<file path="config.mk">
export PLATFORM = sky130hd
export DESIGN_NAME = gpx_port
export DESIGN_NICKNAME = d
export VERILOG_FILES = /design/src/rtl/gpx_pkg.sv /design/src/rtl/gpx_sync.sv /design/src/rtl/gpx_regs.sv /design/src/rtl/gpx_edge.sv /design/src/rtl/gpx_port.sv
export SDC_FILE = /design/constraint.sdc
export NUM_CORES = 1
export LEC_CHECK = 0
export BUFFER_PORTS_ARGS = -buffer_cell sky130_fd_sc_hd__buf_4
export CELL_PAD_IN_SITES_DETAIL_PLACEMENT = 1
export CELL_PAD_IN_SITES_GLOBAL_PLACEMENT = 1
export CORE_MARGIN = 2
export CORE_UTILIZATION = 44
export DETAILED_ROUTE_END_ITERATION = 8
export PLACE_DENSITY_LB_ADDON = 0.25
export SYNTH_ARGS = -nofsm -noshare
export SYNTH_HDL_FRONTEND = slang
export SYNTH_HIERARCHICAL = 1
export SYNTH_SLANG_ARGS = --single-unit
export TNS_END_PERCENT = 1
</file>
<file path="constraint.sdc">
create_clock -name clk -period 2.1 [get_ports clk]
set_input_delay 0.315 -clock clk [delete_from_list [all_inputs] [get_ports clk]]
set_output_delay 0.315 -clock clk [all_outputs]
set_load 0.005 [all_outputs]
</file>
<file path="src/rtl/gpx_pkg.sv">
// Shared address map and constants for the GPIO port.
// Assumes a 16-line port: every 16-bit register takes two byte addresses.
package gpx_pkg;
    localparam int unsigned NLINES = 16;
    localparam int unsigned AW     = 8;
    localparam int unsigned DW     = 8;

    localparam logic [AW-1:0] A_PU_H   = 8'h06;
    localparam logic [AW-1:0] A_PU_L   = 8'h07;
    localparam logic [AW-1:0] A_PD_H   = 8'h08;
    localparam logic [AW-1:0] A_PD_L   = 8'h09;
    localparam logic [AW-1:0] A_OD_H   = 8'h0A;
    localparam logic [AW-1:0] A_OD_L   = 8'h0B;
    localparam logic [AW-1:0] A_DIR_H  = 8'h0E;
    localparam logic [AW-1:0] A_DIR_L  = 8'h0F;
    localparam logic [AW-1:0] A_DAT_H  = 8'h10;
    localparam logic [AW-1:0] A_DAT_L  = 8'h11;
    localparam logic [AW-1:0] A_MSK_H  = 8'h12;
    localparam logic [AW-1:0] A_MSK_L  = 8'h13;
    localparam logic [AW-1:0] A_SNS_0  = 8'h14;
    localparam logic [AW-1:0] A_SNS_1  = 8'h15;
    localparam logic [AW-1:0] A_SNS_2  = 8'h16;
    localparam logic [AW-1:0] A_SNS_3  = 8'h17;
    localparam logic [AW-1:0] A_SRC_H  = 8'h18;
    localparam logic [AW-1:0] A_SRC_L  = 8'h19;
    localparam logic [AW-1:0] A_KEY    = 8'h7D;

    localparam logic [DW-1:0] KEY_FIRST  = 8'h12;
    localparam logic [DW-1:0] KEY_SECOND = 8'h34;
endpackage

</file>
<file path="src/rtl/gpx_sync.sv">
// Multi-stage synchronizer for asynchronous pad inputs.
// Assumes each bit is independent; STAGES >= 2.
module gpx_sync #(
    parameter int unsigned W      = 16,
    parameter int unsigned STAGES = 2
) (
    input  logic         clk,
    input  logic         rst_n,
    input  logic [W-1:0] d,
    output logic [W-1:0] q
);
    logic [W-1:0] stage [STAGES];

    for (genvar s = 0; s < STAGES; s++) begin : g_stage
        // Purpose: shift the level one stage further into the clock domain.
        always_ff @(posedge clk) begin
            if (!rst_n) stage[s] <= '0;
            else        stage[s] <= (s == 0) ? d : stage[(s == 0) ? 0 : s-1];
        end
    end

    assign q = stage[STAGES-1];
endmodule

</file>
<file path="src/rtl/gpx_regs.sv">
// Configuration register file and keyed software reset for the GPIO port.
// Assumes NL == 16 so the fixed byte map in gpx_pkg applies. Source bits
// live in gpx_edge; this block only decodes their write-one-to-clear mask.
module gpx_regs
    import gpx_pkg::*;
#(
    parameter int unsigned NL = NLINES
) (
    input  logic            clk,
    input  logic            rst_n,
    input  logic [AW-1:0]   addr,
    input  logic [DW-1:0]   wr_data,
    input  logic            wr_en,
    output logic [NL-1:0]   pu_q,
    output logic [NL-1:0]   pd_q,
    output logic [NL-1:0]   od_q,
    output logic [NL-1:0]   dir_q,
    output logic [NL-1:0]   dout_q,
    output logic [NL-1:0]   mask_q,
    output logic [2*NL-1:0] sense_q,
    output logic [NL-1:0]   src_clr,
    output logic            key_hit
);
    logic armed_q;

    // Purpose: recognise the completing second byte of the reset key.
    always_comb key_hit = wr_en && armed_q && (addr == A_KEY) && (wr_data == KEY_SECOND);

    // Purpose: decode a write-one-to-clear mask for the source bits.
    always_comb begin
        src_clr = '0;
        if (wr_en && addr == A_SRC_H) src_clr[15:8] = wr_data;
        if (wr_en && addr == A_SRC_L) src_clr[7:0]  = wr_data;
    end

    // Purpose: track whether the first key byte was the most recent write.
    always_ff @(posedge clk) begin
        if (!rst_n)     armed_q <= 1'b0;
        else if (wr_en) armed_q <= (addr == A_KEY) && (wr_data == KEY_FIRST);
    end

    // Purpose: hold the per-line configuration; the key restores defaults.
    always_ff @(posedge clk) begin
        if (!rst_n || key_hit) begin
            pu_q    <= '0;
            pd_q    <= '0;
            od_q    <= '0;
            dir_q   <= '1;
            dout_q  <= '0;
            mask_q  <= '1;
            sense_q <= '0;
        end else if (wr_en) begin
            case (addr)
                A_PU_H:  pu_q[15:8]      <= wr_data;
                A_PU_L:  pu_q[7:0]       <= wr_data;
                A_PD_H:  pd_q[15:8]      <= wr_data;
                A_PD_L:  pd_q[7:0]       <= wr_data;
                A_OD_H:  od_q[15:8]      <= wr_data;
                A_OD_L:  od_q[7:0]       <= wr_data;
                A_DIR_H: dir_q[15:8]     <= wr_data;
                A_DIR_L: dir_q[7:0]      <= wr_data;
                A_DAT_H: dout_q[15:8]    <= wr_data;
                A_DAT_L: dout_q[7:0]     <= wr_data;
                A_MSK_H: mask_q[15:8]    <= wr_data;
                A_MSK_L: mask_q[7:0]     <= wr_data;
                A_SNS_0: sense_q[31:24]  <= wr_data;
                A_SNS_1: sense_q[23:16]  <= wr_data;
                A_SNS_2: sense_q[15:8]   <= wr_data;
                A_SNS_3: sense_q[7:0]    <= wr_data;
                default: ;
            endcase
        end
    end
endmodule

</file>
<file path="src/rtl/gpx_edge.sv">
// Edge detection and sticky interrupt sources, one slice per line.
// Assumes lvl is already synchronized. Selector bit 2n picks rising and
// bit 2n+1 falling edges. A new edge wins over a clear in the same cycle;
// the key reset wins over both.
module gpx_edge #(
    parameter int unsigned NL = 16
) (
    input  logic            clk,
    input  logic            rst_n,
    input  logic [NL-1:0]   lvl,
    input  logic [NL-1:0]   mask,
    input  logic [2*NL-1:0] sense,
    input  logic [NL-1:0]   clr,
    input  logic            soft_clr,
    output logic [NL-1:0]   src_q
);
    logic [NL-1:0] prev_q;
    logic [NL-1:0] hit;

    for (genvar n = 0; n < NL; n++) begin : g_line
        // Purpose: flag a selected edge on an unmasked line.
        always_comb hit[n] = !mask[n] &&
                             ((sense[2*n]   &&  lvl[n] && !prev_q[n]) ||
                              (sense[2*n+1] && !lvl[n] &&  prev_q[n]));
    end

    // Purpose: remember last cycle's synchronized level.
    always_ff @(posedge clk) begin
        if (!rst_n) prev_q <= '0;
        else        prev_q <= lvl;
    end

    // Purpose: latch hits until software writes ones to clear them.
    always_ff @(posedge clk) begin
        if (!rst_n || soft_clr) src_q <= '0;
        else                    src_q <= (src_q & ~clr) | hit;
    end
endmodule

</file>
<file path="src/rtl/gpx_port.sv">
// Top of the sixteen-line GPIO port: register file, synchronizer, edge
// logic, read multiplexer and pin drive. Assumes the host presents one
// byte access per cycle and samples rd_data in the cycle of rd_en.
module gpx_port
    import gpx_pkg::*;
#(
    parameter int unsigned NL        = NLINES,
    parameter int unsigned SYNC_DEPTH = 2
) (
    input  logic          clk,
    input  logic          rst_n,
    input  logic [7:0]    addr,
    input  logic [7:0]    wr_data,
    input  logic          wr_en,
    input  logic          rd_en,
    output logic [7:0]    rd_data,
    input  logic [15:0]   pin_in,
    output logic [15:0]   pin_out,
    output logic [15:0]   pin_oe,
    output logic [15:0]   pin_od,
    output logic [15:0]   pin_pu,
    output logic [15:0]   pin_pd,
    output logic          irq_n
);
    logic [NL-1:0]   pu_q, pd_q, od_q, dir_q, dout_q, mask_q, src_q, src_clr, lvl;
    logic [2*NL-1:0] sense_q;
    logic [NL-1:0]   data_view;
    logic            key_hit;

    gpx_regs #(.NL(NL)) i_regs (
        .clk(clk), .rst_n(rst_n), .addr(addr), .wr_data(wr_data), .wr_en(wr_en),
        .pu_q(pu_q), .pd_q(pd_q), .od_q(od_q), .dir_q(dir_q), .dout_q(dout_q),
        .mask_q(mask_q), .sense_q(sense_q), .src_clr(src_clr), .key_hit(key_hit)
    );

    gpx_sync #(.W(NL), .STAGES(SYNC_DEPTH)) i_sync (
        .clk(clk), .rst_n(rst_n), .d(pin_in), .q(lvl)
    );

    gpx_edge #(.NL(NL)) i_edge (
        .clk(clk), .rst_n(rst_n), .lvl(lvl), .mask(mask_q), .sense(sense_q),
        .clr(src_clr), .soft_clr(key_hit), .src_q(src_q)
    );

    // Purpose: data reads show pin level for inputs, latch for outputs.
    always_comb data_view = (dir_q & lvl) | (~dir_q & dout_q);

    // Purpose: select the addressed byte; unmapped addresses read zero.
    always_comb begin
        rd_data = '0;
        if (rd_en) begin
            case (addr)
                A_PU_H:  rd_data = pu_q[15:8];
                A_PU_L:  rd_data = pu_q[7:0];
                A_PD_H:  rd_data = pd_q[15:8];
                A_PD_L:  rd_data = pd_q[7:0];
                A_OD_H:  rd_data = od_q[15:8];
                A_OD_L:  rd_data = od_q[7:0];
                A_DIR_H: rd_data = dir_q[15:8];
                A_DIR_L: rd_data = dir_q[7:0];
                A_DAT_H: rd_data = data_view[15:8];
                A_DAT_L: rd_data = data_view[7:0];
                A_MSK_H: rd_data = mask_q[15:8];
                A_MSK_L: rd_data = mask_q[7:0];
                A_SNS_0: rd_data = sense_q[31:24];
                A_SNS_1: rd_data = sense_q[23:16];
                A_SNS_2: rd_data = sense_q[15:8];
                A_SNS_3: rd_data = sense_q[7:0];
                A_SRC_H: rd_data = src_q[15:8];
                A_SRC_L: rd_data = src_q[7:0];
                default: rd_data = '0;
            endcase
        end
    end

    // Purpose: drive pads; open-drain outputs release when the latch is 1.
    always_comb begin
        pin_out = dout_q;
        pin_oe  = ~dir_q & (~od_q | ~dout_q);
        pin_od  = od_q;
        pin_pu  = pu_q;
        pin_pd  = pd_q;
        irq_n   = ~|src_q;
    end
endmodule

</file>
==> results.yml, run 1 <==
critical_path:
  required_ps: 1780
  cpPeakStageDelay_ps: 390
  arrival_ps: 2030
  r2r_slack_ps: 600
  critPathKind: "register to primary output"
  end_kind: "primary output"
  crit_fanout: 4
  worst-r2r-cell-count: 6
  r2r-end: "i_edge/src_q[8]"
  worstPathCellList: "mux2_2 -> a22o_1 -> a222oi_1 -> a31oi_2 -> buf_4"
  crit_path_start_kind: "register"
  cp_slowest_cell: "a222oi_1"
  rr_startpoint: "i_regs/armed_q"
power_and_ir_drop:
  ir_drop_v: 0.000553
  p_per_area_nw_per_um2: 651
  finalPower_uw: 7710
  p_leak_uw: 0.00577
sta:
  setup_ws_ps: -242
  min_period_ps: 2340
  clock.fmax_mhz: 427
  hold_viol_final: 0
  setup_viol: 8
  rsz0062_at_grt: "yes"
  clock_skew_ps: 10.5
  tns_ps: -1700
  max_slew.worst_pin.slew_ps: 419
  finalMaxSlewViolations: 0
  period_share_pct: 112
  max_slew_margin_pct: 72.0
clocking:
  cts_tree: "done"
  hold_buffers: 0
  cts_buffers: 17
  htreeDepth: 4
  clk_pin_slew_ps: 80
  numClockSinks: 193
  cts_buffer_depth: 2
  root_buffer: "clkbuf_16"
  clk_latency_ps: 440
status:
  violations: "setup timing"
  outcome: "finished, violations left"
routing:
  vias_per_cell: 5.85
  wirelength_microns: 36200
  vias: 8399
  wl_per_cell_microns: 25.2
  dr.pass1.iters: 5
  drtAntennaViolNets: 0
  drc: 0
  drt-initial-drc-count: 726
job:
  drv_cap: 0
hold_path:
  holdPathEnd: "i_sync/stage[0][8]"
  min-delay-start: "pin_in[8]"
  hold_path.class: "input port to register"
  holdPathStages: 2
place:
  place_hpwl_microns: 26700
  dp_cells: 1399
  io_buffer_count: 124
  place.gp.congestion: 0.998
  place_area_sq_um: 11000
final_layout:
  fill_cells: 2295
  multi_input_area_sq_um: 4840
  diodes: 0
  layout-drive-gt1-share_pct: 35.3
  fin_util_pct: 58.9
  syn2layout_area_growth_pct: 32.4
  stdcell_count: 1436
  stdcell_area_sq_um: 11800
  regArea_sq_um: 3890
  fin_nets: 1189
yosys:
  synthTopCellsByCount: "dfxtp_1 (193), mux2i_1 (152), nor2_1 (118)"
  netlist_area_sq_um: 8940
  synthTopCellsByArea: "dfxtp_1 (43%), mux2i_1 (17%), nor2_1 (5.0%)"
  yosysMostFrequentCell: "dfxtp_1"
  yosysTopAreaCell: "dfxtp_1"
  synthArstFlopShare_pct: 0
  yosysWarnings: 6
  ys_types: 68
  synthFlopType: "dfxtp_1"
  syn_nets: 981
  ys_seq_elements: 193
  netlist_instances: 945
  avgSynthCellArea_sq_um: 9.46
  ys_seq_area_share_pct: 43.2
  yosysTopAreaCellShare_pct: 43.2
  synth-edff-count: 0
global_routing:
  grt_overflow: 0
  grt_most_used_layer: "met2"
  use_met2_pct: 55.9
  grt_pass1_vias: 8592
  track_usage_pct: 33.6
  grt_pass1_wl_microns: 53900
  grt_max_degree: 49
  grt_use_met1_pct: 44.4
  antenna_found_initial: 0
  grt_util_met3_pct: 4.22
die:
  initial_core_util_pct: 44.5
  pin_count: 125
  die_area_sq_um: 21500
  core_area_sq_um: 20100
  die_y_microns: 147
  die_w_microns: 147
  num_rows: 52
flip-flops by register name, summed over array words and instances, names as in the netlist:
signal	cells
i_regs/pd_q	16
i_edge/src_q	16
i_regs/dir_q	16
i_regs/pu_q	16
i_regs/dout_q	16
i_regs/od_q	16
i_edge/prev_q	16
i_sync/stage	32
i_regs/sense_q	32
i_regs/mask_q	16
i_regs/armed_q	1
what timing repair did:
| action | in CTS | in global routing |
|---|---|---|
| pin swaps | 13 | 14 |
| cloned | 1 | 0 |
| setup buffers | 3 | 3 |
| hold endpoints to repair | 0 | 0 |
| endpoints found under the setup margin | 8 | 8 |
| resized for setup | 37 | 25 |
layer usage:
layer  share of wire [%]  wire length [microns]
met5                   0                      0
met4                 3.6                   1290
met3                 5.6                   2040
met2                  47                  17100
met1                  44                  15800
power breakdown:
group	switching, uW	internal [uW]
combinational	351	259
sequential	35.1	3690
clock	1670	1710
total	2050	5660
critical path: cells and delay by family (launching register included):
family / cells / cell delay [ps]
AO/OA/AOI/OAI: 3 / 760
multiplexers: 1 / 290
buffers and inverters: 1 / 170
flip-flops: 1 / 370
area by class of cell:
class	count	share of cell area (%)
repair buffers	256	17.8
flip-flops and latches	193	32.9
inverters	16	0.507
clock inverters	14	1.42
well taps	270	2.85
multi-input cells	669	40.9
clock buffers	18	3.63
cell usage in the layout (no fill, tap or decap), types with 7 or more instances in the layout:
cell	instances
o22ai_1	20
a22o_1	8
nand2_1	89
nand3_1	29
o21ai_0	10
buf_12	13
buf_4	240
mux2i_1	150
dfxtp_2	12
inv_1	16
dfxtp_1	178
and2_1	28
nand3_2	8
nor2b_1	11
a32o_1	12
a21oi_1	18
clkbuf_16	17
and2_2	39
a22oi_1	7
a32o_2	11
nor2_1	117
stage by stage:
step	hold WS, ps	setup slack [ps]
after detailed placement	434	-331
after global placement	428	-292
after global routing	76.8	-296
after floorplan	420	274
final	89.1	-242
after CTS	72.8	-239
worst max path at each step:
stage / depth (start not counted) / endpoint / startpoint / slack [ps]
floorplan: 9 / i_edge/src_q[0] / wr_data[3] / 270
detailed placement: 8 / rd_data[5] / addr[5] / -330
CTS: 4 / rd_data[0] / i_regs/od_q[0] / -240
finish: 5 / rd_data[4] / i_regs/dir_q[12] / -240
global route: 5 / rd_data[4] / i_regs/pu_q[4] / -300
global placement: 8 / rd_data[2] / addr[5] / -290
cells by family after synthesis:
family          count (synthesis)  synth area share (%)
flops                         193                  43.2
mux                           163                  18.9
simple gates                  374                  21.8
buf+inv                        83                  4.86
compound gates                132                  11.2
No activity file was read; power rests on OpenSTA's default activity.
==> run 2: changes to the inputs <==
- SKIP_CTS_REPAIR_TIMING: default -> 1
==> results.yml, run 2 (synthesized netlist as in run 1, its figures left out) <==
clocking:
  cts_buffers: 17
  clk_pin_slew_ps: 80
  htreeDepth: 4
  cts_buffer_depth: 2
  numClockSinks: 193
  cts_tree: "done"
  clk_latency_ps: 440
  root_buffer: "clkbuf_16"
critical_path:
  end_kind: "primary output"
  cp_slowest_cell: "mux4_2"
  r2r_slack_ps: 600
  critPathKind: "register to primary output"
  arrival_ps: 2040
  cpPeakStageDelay_ps: 540
  r2r-end: "i_edge/src_q[8]"
  crit_path_start_kind: "register"
  cp-startpoint: "i_regs/od_q[8]"
  rr_startpoint: "i_regs/armed_q"
  worstPathCellList: "mux4_2 -> a222oi_1 -> a31oi_1 -> buf_4"
  required_ps: 1780
  crit_fanout: 4
  worst-r2r-cell-count: 6
  crit_path_end: "rd_data[0]"
place:
  io_buffer_count: 124
  place.gp.congestion: 0.998
  place_hpwl_microns: 26700
sta:
  max_slew.worst_pin.slew_ps: 420
  hold_viol_final: 0
  hold_ws_ps: 87.8
  clock.fmax_mhz: 424
  clock_skew_ps: 11.7
  period_share_pct: 112
  setup_ws_ps: -258
  rsz0062_at_grt: "yes"
  finalMaxSlewViolations: 0
  min_period_ps: 2360
  tns_ps: -1510
  max_slew_margin_pct: 72.0
  setup_viol: 8
global_routing:
  grt_max_degree: 49
  grt_overflow: 0
  grt_pass1_vias: 8569
  antenna_found_initial: 0
  track_usage_pct: 33.3
  grt_pass1_wl_microns: 53400
die:
  die_w_microns: 147
  num_rows: 52
  initial_core_util_pct: 44.5
  core_area_sq_um: 20100
  die_area_sq_um: 21500
  pin_count: 125
  die_y_microns: 147
routing:
  wl_per_cell_microns: 25.2
  vias_per_cell: 5.88
  met1_length_microns: 15500
  wirelength_microns: 36000
  drt-initial-drc-count: 682
  dr.pass1.iters: 7
  route.met3.wl_microns: 2180
  drc: 0
  vias: 8430
  topRoutingLayerUsed: "met4"
  drtAntennaViolNets: 0
  wl_met2_microns: 17100
power_and_ir_drop:
  p_per_area_nw_per_um2: 657
  ir_drop_v: 0.000562
  p_leak_uw: 0.00571
final_layout:
  diodes: 0
  layout-drive-gt1-share_pct: 34.1
  top_regs: "i_regs/sense_q (32), i_sync/stage (32)"
  layout_common_cells: "buf_4 (240), dfxtp_1 (184), mux2i_1 (148), nor2_1 (118), nand2_1 (89)"
  final_common_cell: "buf_4"
  syn2layout_area_growth_pct: 31.2
  fin_nets: 1186
job:
  drv_cap: 0
hold_path:
  hold_path.class: "input port to register"
status:
  outcome: "finished, violations left"
  violations: "setup timing"
==> run 2: layout make-up <==
class                           count  area [sq um]
Clock buffer                       18           429
Clock inverter                     14           168
Fill cell                        2302          8380
Inverter                           16          60.1
Multi-Input combinational cell    669          4790
Sequential cell                   193          3880
Tap cell                          270           338
Timing Repair Buffer              253          2060
==> run 2: report_power, final <==
group	switching, uW	internal, uW	total, uW
clock	1660	1710	3370
sequential	35.7	3690	3730
combinational	349	255	604
total	2050	5660	7700
==> run 2: how the worst min path moves through the flow <==
stage,start,slack [ps],endpoint,cells after the start
after global routing,pin_in[6],80,i_sync/stage[0][6],2
final,pin_in[12],90,i_sync/stage[0][12],2
after floorplan,i_sync/stage[0][14],420,i_sync/stage[1][14],1
after CTS,pin_in[2],70,i_sync/stage[0][2],2
after global placement,i_sync/stage[0][12],430,i_sync/stage[1][12],1
after detailed placement,i_sync/stage[0][12],430,i_sync/stage[1][12],1
==> run 2: per-layer routing <==
metal | up-vias | track usage [%]
met4 | 0 | 13.7
met5 | - | 0
met3 | 59 | 4.16
met1 | 4292 | 44.0
met2 | 331 | 55.4
li1 | 3748 | -
==> run 2: worst max-delay path: cells and delay by family (launching register included) <==
family	cells	cell delay, ps
AO/OA/AOI/OAI	2	510
buffers and inverters	1	180
flip-flops	1	370
multiplexers	1	540
==> run 2: per-stage QoR <==
| stage | utilization [%] | setup WS [ps] | cell area (sq um) | instances | total power, uW |
|---|---|---|---|---|---|
| global placement | 54.5 | -292 | 11000 | 1399 | 4390 |
| CTS | 57.5 | -403 | 11600 | 1431 | 7720 |
| finish | 58.3 | -258 | 11700 | 1433 | 7700 |
| global route | 58.3 | -302 | 11700 | 1433 | 7910 |
| floorplan | - | 274 | 8940 | 945 | 4080 |
| detailed placement | 54.5 | -331 | 11000 | 1399 | 4400 |
==> run 3: changes to the inputs <==
- CORE_UTILIZATION: 44 -> 46
- CTS_BUF_LIST: default -> sky130_fd_sc_hd__clkbuf_8
- HOLD_SLACK_MARGIN: default -> 0.1
==> results.yml, run 3 (synthesized netlist as in run 1, its figures left out) <==
die:
  die_y_microns: 143
  core_area_sq_um: 18900
  die_area_sq_um: 20600
  initial_core_util_pct: 47.3
  pin_count: 125
  num_rows: 50
  die_w_microns: 143
clocking:
  cts_tree: "done"
  root_buffer: "clkbuf_8"
  cts_buffers: 17
  clk_pin_slew_ps: 120
  clk_latency_ps: 490
  numClockSinks: 193
  cts_buffer_depth: 2
  htreeDepth: 4
sta:
  hold_viol_final: 0
  rsz0062_at_grt: "yes"
  period_share_pct: 115
  clock_skew_ps: 17.9
  setup_viol: 8
  setup_ws_ps: -310
  clock.fmax_mhz: 415
  max_slew_margin_pct: 71.2
  tns_ps: -1940
  finalMaxSlewViolations: 0
  min_period_ps: 2410
  max_slew.worst_pin.slew_ps: 432
routing:
  drtAntennaViolNets: 0
  drt-initial-drc-count: 622
  vias: 8555
  dr.pass1.iters: 5
  vias_per_cell: 6.03
  wl_per_cell_microns: 25.6
  wirelength_microns: 36400
  drc: 0
place:
  io_buffer_count: 124
  place_area_sq_um: 10800
  place_hpwl_microns: 26400
  place.gp.congestion: 0.999
final_layout:
  layout_common_cells: "buf_4 (219), dfxtp_1 (182), mux2i_1 (149), nor2_1 (118), nand2_1 (90)"
  syn2layout_area_growth_pct: 29.2
  final_common_cell: "buf_4"
  top_regs: "i_regs/sense_q (32), i_sync/stage (32)"
  diodes: 0
  stdcell_area_sq_um: 11500
  fin_nets: 1181
  layout-drive-gt1-share_pct: 32.1
critical_path:
  arrival_ps: 2100
  required_ps: 1780
  critPathKind: "register to primary output"
  end_kind: "primary output"
  crit_fanout: 3
  crit_path_start_kind: "register"
global_routing:
  track_usage_pct: 34.8
  grt_max_degree: 54
  grt_pass1_wl_microns: 52200
  antenna_found_initial: 1
  grt_overflow: 0
  grt_pass1_vias: 8449
hold_path:
  hold_path.class: "input port to register"
power_and_ir_drop:
  ir_drop_v: 0.000414
  p_per_area_nw_per_um2: 607
  p_leak_uw: 0.00561
status:
  outcome: "finished, violations left"
  violations: "setup timing"
job:
  drv_cap: 0
[run 3: cell count changes in the layout (fill, tap and decap cells not counted), sizes merged]
cell | previous run | this run
inv | 23 | 26
buf | 253 | 232
clkbuf | 18 | 17
bufinv | 1 | 0
dlygate4sd3 | 0 | 16
clkinvlp | 2 | 1
[run 3: critical path: stages (launching register included)]
cell	delay, ps
dfxtp_4	360
mux4_2	530
a32o_2	260
nor4_2	160
a31oi_1	140
buf_4	150
[run 3: metrics by stage]
step | util (%) | instances | setup WS (ps) | total power [uW] | hold WS (ps)
after global routing | 61.1 | 1418 | -387 | 7220 | 121
after floorplan | - | 945 | 274 | 4080 | 420
after global placement | 57.2 | 1369 | -284 | 4370 | 425
after detailed placement | 57.2 | 1369 | -220 | 4380 | 435
after CTS | 59.5 | 1401 | -474 | 7010 | 10.0
final | 61.1 | 1418 | -310 | 7010 | 138
[run 3: final timing paths]
kind,startpoint,to,slack (ps),depth (start not counted)
setup reg to reg,i_regs/armed_q,i_edge/src_q[15],560,6
hold / removal,wr_data[1],i_regs/sense_q[25],140,3
setup / recovery,i_regs/od_q[7],rd_data[7],-310,5
hold reg to reg,i_sync/stage[0][1],i_sync/stage[1][1],460,1
[run 3: report_power, final]
part	total [uW]	internal (uW)	leakage [uW]	switching (uW)
sequential	3730	3690	0.00157	33.8
clock	2660	972	0.000215	1690
combinational	618	261	0.00382	358
total	7010	4930	0.00561	2080
[run 3: cell type report]
type | instances | area, sq um
clock inverters | 15 | 210
flip-flops and latches | 193 | 3890
fillers | 2151 | 7350
clock buffers | 17 | 234
repair buffers | 248 | 2060
inverters | 16 | 60.1
well taps | 260 | 325
multi-input cells | 669 | 4760
[run 3: per-layer routing]
metal | vias up | global-route usage (%) | share of wire [%]
met2 | 342 | 58.1 | 48
li1 | 3744 | - | -
met3 | 95 | 5.40 | 5.6
met5 | - | 0 | 0.025
met1 | 4372 | 44.5 | 42
met4 | 2 | 15.7 | 4.5
